$ cat config.mk
export PLATFORM = sky130hd
export DESIGN_NAME = iota_compress
export DESIGN_NICKNAME = d
export VERILOG_FILES = /design/src/rtl/iota_pkg.sv /design/src/rtl/iota_fsm.sv /design/src/rtl/iota_stride_acc.sv /design/src/rtl/iota_pack.sv /design/src/rtl/iota_compress.sv
export SDC_FILE = /design/constraint.sdc
export NUM_CORES = 1
export LEC_CHECK = 0
export ABC_CLOCK_PERIOD_IN_PS = 5900
export BUFFER_PORTS_ARGS = -buffer_cell sky130_fd_sc_hd__buf_4
export CELL_PAD_IN_SITES_DETAIL_PLACEMENT = 0
export CELL_PAD_IN_SITES_GLOBAL_PLACEMENT = 1
export CORE_UTILIZATION = 30
export CTS_BUF_LIST = sky130_fd_sc_hd__clkbuf_4 sky130_fd_sc_hd__clkbuf_8
export DETAILED_ROUTE_END_ITERATION = 16
export PLACE_DENSITY_LB_ADDON = 0.1
export SETUP_SLACK_MARGIN = 0.15
export SYNTH_ARGS = -nofsm -noshare
export SYNTH_HDL_FRONTEND = slang
export SYNTH_SLANG_ARGS = --single-unit
$ cat constraint.sdc
create_clock -name clk -period 5.9 [get_ports clk]
set_input_delay 1.475 -clock clk [delete_from_list [all_inputs] [get_ports clk]]
set_output_delay 1.475 -clock clk [all_outputs]
set_load 0.01 [all_outputs]
$ cat src/rtl/iota_pkg.sv
package iota_pkg;

    typedef enum logic [1:0] {
        ST_IDLE = 2'd0,
        ST_RUN  = 2'd1,
        ST_DONE = 2'd2
    } iota_state_e;

endpackage

$ cat src/rtl/iota_fsm.sv
module iota_fsm
    import iota_pkg::*;
(
    input  logic        clk,
    input  logic        rst_n,
    input  logic        start_i,
    input  logic        len_zero_i,
    input  logic        last_i,
    output iota_state_e state_o,
    output logic        load_o,
    output logic        run_o
);

    iota_state_e state_q;
    iota_state_e state_d;

    // State register
    always_ff @(posedge clk or negedge rst_n) begin
        if (!rst_n) begin
            state_q <= ST_IDLE;
        end else begin
            state_q <= state_d;
        end
    end

    // Transitions: START_RUN, START_EMPTY, STEP, LAST, RETIRE
    always_comb begin
        state_d = state_q;
        unique case (state_q)
            ST_IDLE: begin
                if (start_i) begin
                    state_d = len_zero_i ? ST_DONE : ST_RUN;
                end
            end
            ST_RUN: begin
                if (last_i) begin
                    state_d = ST_DONE;
                end
            end
            ST_DONE: state_d = ST_IDLE;
            default: state_d = ST_IDLE;
        endcase
    end

    // Outputs
    always_comb begin
        state_o = state_q;
        load_o  = (state_q == ST_IDLE) && start_i;
        run_o   = (state_q == ST_RUN);
    end


    // done_one_cycle_chk: ST_DONE always retires on the next edge
    done_one_cycle_chk: assert property (@(posedge clk) disable iff (!rst_n)
        (state_q == ST_DONE) |=> (state_q == ST_IDLE));


    // start_busy_ignored_chk: a running operation is never restarted by start
    start_busy_ignored_chk: assert property (@(posedge clk) disable iff (!rst_n)
        (state_q == ST_RUN && !last_i) |=> (state_q == ST_RUN));

endmodule

$ cat src/rtl/iota_stride_acc.sv
module iota_stride_acc #(
    parameter int ELEM_W = 32
) (
    input  logic              clk,
    input  logic              rst_n,
    input  logic              load_i,
    input  logic              step_i,
    input  logic [ELEM_W-1:0] stride_i,
    output logic [ELEM_W-1:0] acc_o
);

    logic [ELEM_W-1:0] stride_q;
    logic [ELEM_W-1:0] acc_q;

    // The sum keeps only ELEM_W bits, so the carry out of the top bit is dropped
    always_ff @(posedge clk or negedge rst_n) begin
        if (!rst_n) begin
            stride_q <= '0;
            acc_q    <= '0;
        end else if (load_i) begin
            stride_q <= stride_i;
            acc_q    <= '0;
        end else if (step_i) begin
            acc_q    <= acc_q + stride_q;
        end
    end

    assign acc_o = acc_q;


    // acc_hold_chk: the running offset only moves on a step or a load
    acc_hold_chk: assert property (@(posedge clk) disable iff (!rst_n)
        (!load_i && !step_i) |=> $stable(acc_q));

endmodule

$ cat src/rtl/iota_pack.sv
module iota_pack #(
    parameter int MAX_LEN = 64,
    parameter int IDX_W   = 6,
    parameter int CNT_W   = 7
) (
    input  logic               clk,
    input  logic               rst_n,
    input  logic               load_i,
    input  logic               run_i,
    input  logic [MAX_LEN-1:0] mask_i,
    input  logic               sel_i,
    input  logic [CNT_W-1:0]   len_i,
    output logic               len_zero_o,
    output logic               keep_o,
    output logic               last_o,
    output logic [IDX_W-1:0]   idx_o,
    output logic [CNT_W-1:0]   ptr_o,
    output logic [CNT_W-1:0]   cnt_o
);

    localparam logic [CNT_W-1:0] LEN_CAP = CNT_W'(MAX_LEN);

    logic [MAX_LEN-1:0] mask_q;
    logic               sel_q;
    logic [CNT_W-1:0]   len_q;
    logic [IDX_W-1:0]   idx_q;
    logic [CNT_W-1:0]   ptr_q;
    logic [CNT_W-1:0]   cnt_q;
    logic [CNT_W-1:0]   len_eff;
    logic               keep;
    logic               last;

    always_comb begin
        len_eff = (len_i > LEN_CAP) ? LEN_CAP : len_i;
        keep    = (mask_q[idx_q] == sel_q);
        last    = run_i && (CNT_W'(idx_q) == len_q - CNT_W'(1));
    end

    always_ff @(posedge clk or negedge rst_n) begin
        if (!rst_n) begin
            mask_q <= '0;
            sel_q  <= 1'b0;
            len_q  <= '0;
            idx_q  <= '0;
            ptr_q  <= '0;
            cnt_q  <= '0;
        end else if (load_i) begin
            mask_q <= mask_i;
            sel_q  <= sel_i;
            len_q  <= len_eff;
            idx_q  <= '0;
            ptr_q  <= '0;
            if (len_i == '0) begin
                cnt_q <= '0;
            end
        end else if (run_i) begin
            idx_q <= idx_q + IDX_W'(1);
            ptr_q <= ptr_q + CNT_W'(keep);
            if (last) begin
                cnt_q <= ptr_q + CNT_W'(keep);
            end
        end
    end

    assign len_zero_o = (len_i == '0);
    assign keep_o     = keep;
    assign last_o     = last;
    assign idx_o      = idx_q;
    assign ptr_o      = ptr_q;
    assign cnt_o      = cnt_q;


    // ptr_behind_idx_chk: slots written never outnumber indices examined
    ptr_behind_idx_chk: assert property (@(posedge clk) disable iff (!rst_n)
        run_i |-> (ptr_q <= CNT_W'(idx_q)));


    // cnt_hold_chk: the reported count only changes when an operation is running or loaded
    cnt_hold_chk: assert property (@(posedge clk) disable iff (!rst_n)
        (!run_i && !load_i) |=> $stable(cnt_q));


    // len_cap_chk: the captured length never exceeds the table depth
    len_cap_chk: assert property (@(posedge clk) disable iff (!rst_n)
        load_i |=> (len_q <= LEN_CAP));

endmodule

$ cat src/rtl/iota_compress.sv
module iota_compress
    import iota_pkg::*;
#(
    parameter int MAX_LEN = 64,
    parameter int ELEM_W  = 32,
    parameter int SLOT_W  = 64,
    localparam int IDX_W  = $clog2(MAX_LEN),
    localparam int CNT_W  = $clog2(MAX_LEN + 1)
) (
    input  logic               clk,
    input  logic               rst_n,
    input  logic               start_i,
    input  logic [ELEM_W-1:0]  stride_i,
    input  logic               keep_sel_i,
    input  logic [MAX_LEN-1:0] mask_i,
    input  logic [CNT_W-1:0]   len_i,
    output logic               busy_o,
    output logic               wr_en_o,
    output logic [IDX_W-1:0]   wr_addr_o,
    output logic [SLOT_W-1:0]  wr_data_o,
    output logic [CNT_W-1:0]   count_o,
    output logic               done_o
);

    iota_state_e       state;
    logic              load;
    logic              run;
    logic              len_zero;
    logic              keep;
    logic              last;
    logic [IDX_W-1:0]  idx;
    logic [CNT_W-1:0]  ptr;
    logic [CNT_W-1:0]  cnt;
    logic [ELEM_W-1:0] acc;

    iota_fsm u_fsm (
        .clk        (clk),
        .rst_n      (rst_n),
        .start_i    (start_i),
        .len_zero_i (len_zero),
        .last_i     (last),
        .state_o    (state),
        .load_o     (load),
        .run_o      (run)
    );

    iota_stride_acc #(.ELEM_W(ELEM_W)) u_acc (
        .clk      (clk),
        .rst_n    (rst_n),
        .load_i   (load),
        .step_i   (run),
        .stride_i (stride_i),
        .acc_o    (acc)
    );

    iota_pack #(.MAX_LEN(MAX_LEN), .IDX_W(IDX_W), .CNT_W(CNT_W)) u_pack (
        .clk        (clk),
        .rst_n      (rst_n),
        .load_i     (load),
        .run_i      (run),
        .mask_i     (mask_i),
        .sel_i      (keep_sel_i),
        .len_i      (len_i),
        .len_zero_o (len_zero),
        .keep_o     (keep),
        .last_o     (last),
        .idx_o      (idx),
        .ptr_o      (ptr),
        .cnt_o      (cnt)
    );

    generate
        if (SLOT_W > ELEM_W) begin : g_pad
            assign wr_data_o = {{(SLOT_W - ELEM_W){1'b0}}, acc};
        end else begin : g_trunc
            assign wr_data_o = acc[SLOT_W-1:0];
        end
    endgenerate

    always_comb begin
        busy_o    = (state != ST_IDLE);
        done_o    = (state == ST_DONE);
        wr_en_o   = run && keep;
        wr_addr_o = ptr[IDX_W-1:0];
        count_o   = cnt;
    end


    // first_elem_zero_chk: index 0 always carries a zero offset
    first_elem_zero_chk: assert property (@(posedge clk) disable iff (!rst_n)
        (run && idx == '0) |-> (acc == '0));


    // slot_order_chk: a write never targets a slot beyond its element index
    slot_order_chk: assert property (@(posedge clk) disable iff (!rst_n)
        wr_en_o |-> (CNT_W'(wr_addr_o) <= CNT_W'(idx)));


    // write_when_busy_chk: writes only happen during an operation
    write_when_busy_chk: assert property (@(posedge clk) disable iff (!rst_n)
        wr_en_o |-> busy_o);


    // count_range_chk: the reported count fits the table depth
    count_range_chk: assert property (@(posedge clk) disable iff (!rst_n)
        done_o |-> (count_o <= CNT_W'(MAX_LEN)));

endmodule

Yosys cells after proc, flatten, opt, wreduce, memory -nomap -nowiden
Index checks and enable logic that the tools add are counted.
Storage, ports and cells
  input port bits: 107
  word-level logic and storage cells: 49
  register bits after elaboration: 158
Cells by class
  add/subtract/negate cells: 4
  eq/ne operators: 7
  mux-type cells: 17
  reduce and logical (&&, ||, !) cells: 10
  $lt $le $gt $ge: 2
Operator list (number)
  $mux 32: 2
  $mux 7: 7
  $add 32x32->32: 1
  $mux 6: 2
  $add 7x1->7: 1
  $eq 6x7->1: 1
  $gt 7x7->1 const B: 1
  $logic_not 7->1: 1
  $lt 6x7->1 const B: 1
  $sub 7x1->7 const B: 1
  $add 6x1->6 const B: 1
  $bmux 1 s6: 1
  $mux 2: 3
  $reduce_bool 2->1: 3
  $ne 2x1->1 const B: 2
  $pmux 2 s2: 1
  $logic_and 1x1->1: 3
  $reduce_and 3->1: 1
  $eq 2x1->1 const B: 1
  $eq 2x2->1 const B: 1
  $logic_not 2->1: 1
  $ne 2x2->1 const B: 1
  $reduce_and 2->1: 1
  $eq 1x1->1: 1
  $mux 1: 1

Logic depth before layout (Yosys ltp)
  depth after elaboration: 7
  gate-level depth with buffers: 12
  gate-level depth less buffers: 10

By module
From an unflattened synthesis, not the netlist that was laid out.
Second synthesis, totals
  cell total of the unflattened synthesis: 781
  area total of the unflattened synthesis: 8922.3 um^2
By module, submodules not included
  iota_pack: times used 1, cells each 341, area each 4524.3 um^2
  iota_stride_acc: times used 1, cells each 395, area each 4038.9 um^2
  iota_compress: times used 1, cells each 36, area each 262.8 um^2
  iota_fsm: times used 1, cells each 9, area each 96.3 um^2

Worst setup path after synthesis
OpenSTA, ideal clock, no wires.
  path type: reg2out
  start: reg u_pack.idx_q[0], in the netlist u_pack.idx_o[0]
  end: out wr_en_o
  arrival: 2.438 ns
  cell stages (with the launch flop): 7
  path slack: 1.987 ns
  buffers on the path: 1
  data required time: 4.425 ns
  cell sequence: dfrtp_1 > buf_2 > mux4_2 > mux4_2 > mux4_2 > xnor2_2 > and2_1
Between the ends
  word-level cells in the longest chain between the ends: 4
Ends and longest elaborated chain
  start, declared: line iota_pack.sv:26  | logic [IDX_W-1:0] idx_q;
  start signal, assigned: line iota_pack.sv:57  | idx_q <= idx_q + IDX_W'(1);
  $bmux 1 s6: line iota_pack.sv:35  | keep = (mask_q[idx_q] == sel_q);
  $mux 1 (not written as such): line iota_pack.sv:35
  $eq 1x1->1: line iota_pack.sv:35
  $logic_and 1x1->1: line iota_compress.sv:83  | wr_en_o = run && keep;
  end, declared: line iota_compress.sv:18  | output logic wr_en_o,
Every way passes these cells. The select of a mux whose other input is x is not followed.

Worst setup path after layout
  start: reg u_pack.idx_q[1], in the netlist u_pack.idx_o[1]
  end: out wr_en_o
The elaborated chain is that of the path after synthesis.

==> impl_metrics.env <==
export IMPL_synth_simple_area_share=0.213
export IMPL_worstPathArrival_ns=3.39
export IMPL_rows=62
export IMPL_power_frac_seq=0.329
export IMPL_skew_ns=0.0193
export IMPL_fillers=2993
export IMPL_crit_chain="mux4_2 -> mux4_2 -> mux4_2 -> xnor2_2 -> and2_1 -> buf_4"
export IMPL_avgSynthCellArea_um2=8.98
export IMPL_drt_iter0_drc=365
export IMPL_multi_input_area_um2=4390
export IMPL_yosys_area_share_adder=0.0539
export IMPL_synth_mux_area_frac=0.0612
export IMPL_ys_seq_elements=158
export IMPL_rsz0062_at_grt="false"
export IMPL_sw_frac_of_total=0.425
export IMPL_layout_min_cycle_time_ns=4.86
export IMPL_drive_gt1_frac=0.203
export IMPL_vdd_ir_drop_max_mv=0.193
export IMPL_dieArea_um2=29800
export IMPL_gr_total_overflow=0
export IMPL_post_cts_buffers=0
export IMPL_clock_power_share=0.144
export IMPL_drv_cap=0
export IMPL_max_stage_delay_ns=0.96
export IMPL_cp_num_buf_inv=1
export IMPL_start_util=0.305
export IMPL_fin_setup_tns_ns=0
export IMPL_power_density_nw_per_um2=584
export IMPL_finalSetupViolations=0
export IMPL_min_period_over_period=0.824
export IMPL_insertedDiodeCount=0
export IMPL_hold_buffers=0
export IMPL_clkTransAtPathRegs_ns=0.09
export IMPL_syn_inst=972
export IMPL_numCtsBuffers=17
export IMPL_slowest_stage="dfrtp_1"
export IMPL_reg2reg_slack_ns=2.13
export IMPL_ys_warn_count=0
export IMPL_drt_vias_per_instance=4.56
export IMPL_grt_pass1_vias=6965
export IMPL_wirelength_um=23000
export IMPL_path_class="flip-flop to primary output"
export IMPL_relSlewSlack=0.381
export IMPL_stdcell_area_um2=10500
export IMPL_seq_area_frac_synth=0.453
export IMPL_hold_ws_ns=0.482
export IMPL_internal_power_mw=3.53
export IMPL_cts_tree="yes"
export IMPL_power_switching_mw=2.61
export IMPL_antenna_found_initial=0
export IMPL_timing_rr_end="u_pack.ptr_o[5]"
export IMPL_die_h_um=173
export IMPL_portBuffers=154
export IMPL_wl_per_cell_um=15.3
export IMPL_htreeDepth=4
export IMPL_reg2reg_depth=9
export IMPL_gp_congestion=0.788
export IMPL_hold_path_class="flip-flop to flip-flop"
export IMPL_syn_area_um2=8720
export IMPL_seq_area_um2=3950
export IMPL_io_pins=187
export IMPL_synthArstFlopShare=1.00
export IMPL_grt_max_degree=79
export IMPL_cp_common_cell="mux4_2"
export IMPL_outcome="finished, final reports clean"
export IMPL_max_freq_ghz=0.206
export IMPL_nets=1245
export IMPL_synth_xor_area_frac=0.0430
export IMPL_finalHoldViolations=0
export IMPL_route_vias_total=6830
export IMPL_combPwrFrac=0.527
export IMPL_drc=0
export IMPL_postPlaceCellArea_um2=10100
export IMPL_clk_path_buf_depth=2
export IMPL_hold_start="u_pack.mask_q[23]"
export IMPL_ys_types=60
export IMPL_cp_depth=6
export IMPL_p_leak_nw=5.29
export IMPL_final_antenna_net_count=0
export IMPL_worst_pin_slew_ns=0.929
export IMPL_worstPathMaxFanout=20
export IMPL_startpoint_type="flip-flop"
export IMPL_cp_top_family="multiplexers"
export IMPL_syn_to_final_growth_pct=20.5
export IMPL_synth_main_ff_cell="dfrtp_1"
export IMPL_synth_top_family_by_area="simple AND/OR/NAND/NOR gates"
export IMPL_holdPathStages=2
export IMPL_dp_hpwl_um=16200
export IMPL_ctsResizeCount=0
export IMPL_critPathCaptureType="primary output"
export IMPL_die_x_um=173
export IMPL_drtPass1Iterations=6
export IMPL_cts_root_buf="clkbuf_8"
export IMPL_fp_coreArea_um2=28600
export IMPL_synth_edf_count=0
export IMPL_track_usage=0.158
export IMPL_slew_viol_final=0
export IMPL_insertion_delay_ns=0.46
export IMPL_hold_end="u_pack.mask_q[23]"
export IMPL_cp_data_required_time_ns=4.43
export IMPL_regToRegStartpoint="u_pack.idx_o[1]"
export IMPL_clkSinkCount=158
export IMPL_synth_compound_area_share=0.116
export IMPL_grt_first_pass_wirelength_um=37400
[worst max-delay path by stage]
stage	endpoint	slack, ns	startpoint
finish	wr_en_o	1.04	u_pack.idx_o[1]
global route	wr_en_o	0.86	u_pack.idx_o[1]
CTS	wr_en_o	0.93	u_pack.idx_o[1]
detailed placement	wr_en_o	1.44	u_pack.idx_o[1]
global placement	wr_en_o	1.46	u_pack.idx_o[1]
floorplan	wr_en_o	1.99	u_pack.idx_o[0]
[routing by layer]
| layer | GRT usage | wire (um) | vias to the layer above |
|---|---|---|---|
| met5 | 0 | 0 | - |
| met4 | 0.0327 | 215 | 0 |
| met3 | 0.0321 | 795 | 16 |
| met2 | 0.254 | 10600 | 132 |
| met1 | 0.220 | 11400 | 3217 |
| li1 | - | - | 3465 |
[layout by cell type (no fill, tap or decap), types with 5 or more instances in the layout]
master | Yosys | layout
clkbuf_8 | 0 | 18
mux4_2 | 21 | 21
and3_1 | 9 | 9
a22o_1 | 7 | 7
nor2_1 | 21 | 21
xor2_1 | 16 | 16
nand3_1 | 11 | 11
inv_1 | 13 | 13
mux2i_1 | 5 | 5
a21o_1 | 21 | 21
o21ai_0 | 60 | 60
conb_1 | 1 | 32
xnor2_1 | 25 | 25
nor3_1 | 8 | 8
buf_4 | 38 | 161
a211oi_1 | 7 | 7
ha_1 | 36 | 36
nand2_1 | 368 | 367
a21oi_1 | 29 | 29
dfrtp_1 | 158 | 158
nand3b_1 | 6 | 6
[power by group through the flow]
stage,registers [mW],clock network (mW),logic (mW)
final,2.02,0.882,3.24
after floorplan,1.95,0,2.41
after detailed placement,2.06,0,3.27
after CTS,2.04,0.916,3.29
after global routing,2.10,0.956,3.67
after global placement,2.05,0,3.27
[state kept, by name, indices dropped and copies added, names as in the netlist]
name and count:
u_acc.acc_o 32, u_acc.stride_q 32, u_fsm.state_o 2, u_pack.cnt_o 7, u_pack.idx_o 6, u_pack.len_q 7, u_pack.mask_q 64, u_pack.ptr_o 7
u_pack.sel_q 1
[synth_stat cells, drive strengths merged, types with 3 or more instances]
library cell	number	share of area
nand3b	6	0.0052
and3	9	0.0065
nor4b	3	0.0030
nand2	368	0.16
or3	5	0.0047
a21o	21	0.018
inv	13	0.0056
a32oi	3	0.0030
nand3	11	0.0063
mux2i	5	0.0057
o21ai	63	0.037
nor2b	4	0.0029
o21bai	3	0.0026
buf	52	0.040
xnor2	26	0.027
o32ai	3	0.0039
nand2b	3	0.0022
mux4	21	0.054
a211oi	7	0.0060
o211ai	4	0.0034
nand4	3	0.0022
xor2	16	0.016
clkbuf	31	0.013
nor2	21	0.0090
dfrtp	158	0.45
ha	36	0.052
o31ai	3	0.0026
a21oi	29	0.017
a22o	7	0.0070
nor3	8	0.0046
[stage by stage]
stage / setup WS, ns / std cells / total power, mW / utilization
global placement: 1.46 / 1466 / 5.32 / 0.353
floorplan: 1.99 / 1003 / 4.35 / -
detailed placement: 1.44 / 1466 / 5.33 / 0.353
finish: 1.04 / 1498 / 6.14 / 0.367
global route: 0.859 / 1498 / 6.73 / 0.367
CTS: 0.931 / 1498 / 6.25 / 0.367
[cell type report]
| cell class | count | area share |
|---|---|---|
| Clock buffer | 18 | 0.0236 |
| Inverter | 13 | 0.00464 |
| Tap cell | 384 | 0.0457 |
| Timing Repair Buffer | 162 | 0.116 |
| Clock inverter | 14 | 0.0167 |
| Sequential cell | 158 | 0.376 |
| Multi-Input combinational cell | 749 | 0.417 |
[kinds of logic (layout without fill, tap and decap cells)]
group / Yosys count / count (layout)
AND/OR/NAND/NOR: 451 / 451
adder cells (fa/ha/maj): 37 / 37
buffers and inverters: 96 / 207
multiplexers: 27 / 27
AO/OA/AOI/OAI: 160 / 160
XOR/XNOR: 42 / 42
flip-flops: 158 / 158
other: 1 / 32
[worst min-delay path: stages, from the launching register on]
cell and delay [ns]:
dfrtp_1 0.35, nand2_1 0.05, nand2_1 0.06
Power figures use the tool's default switching activity.
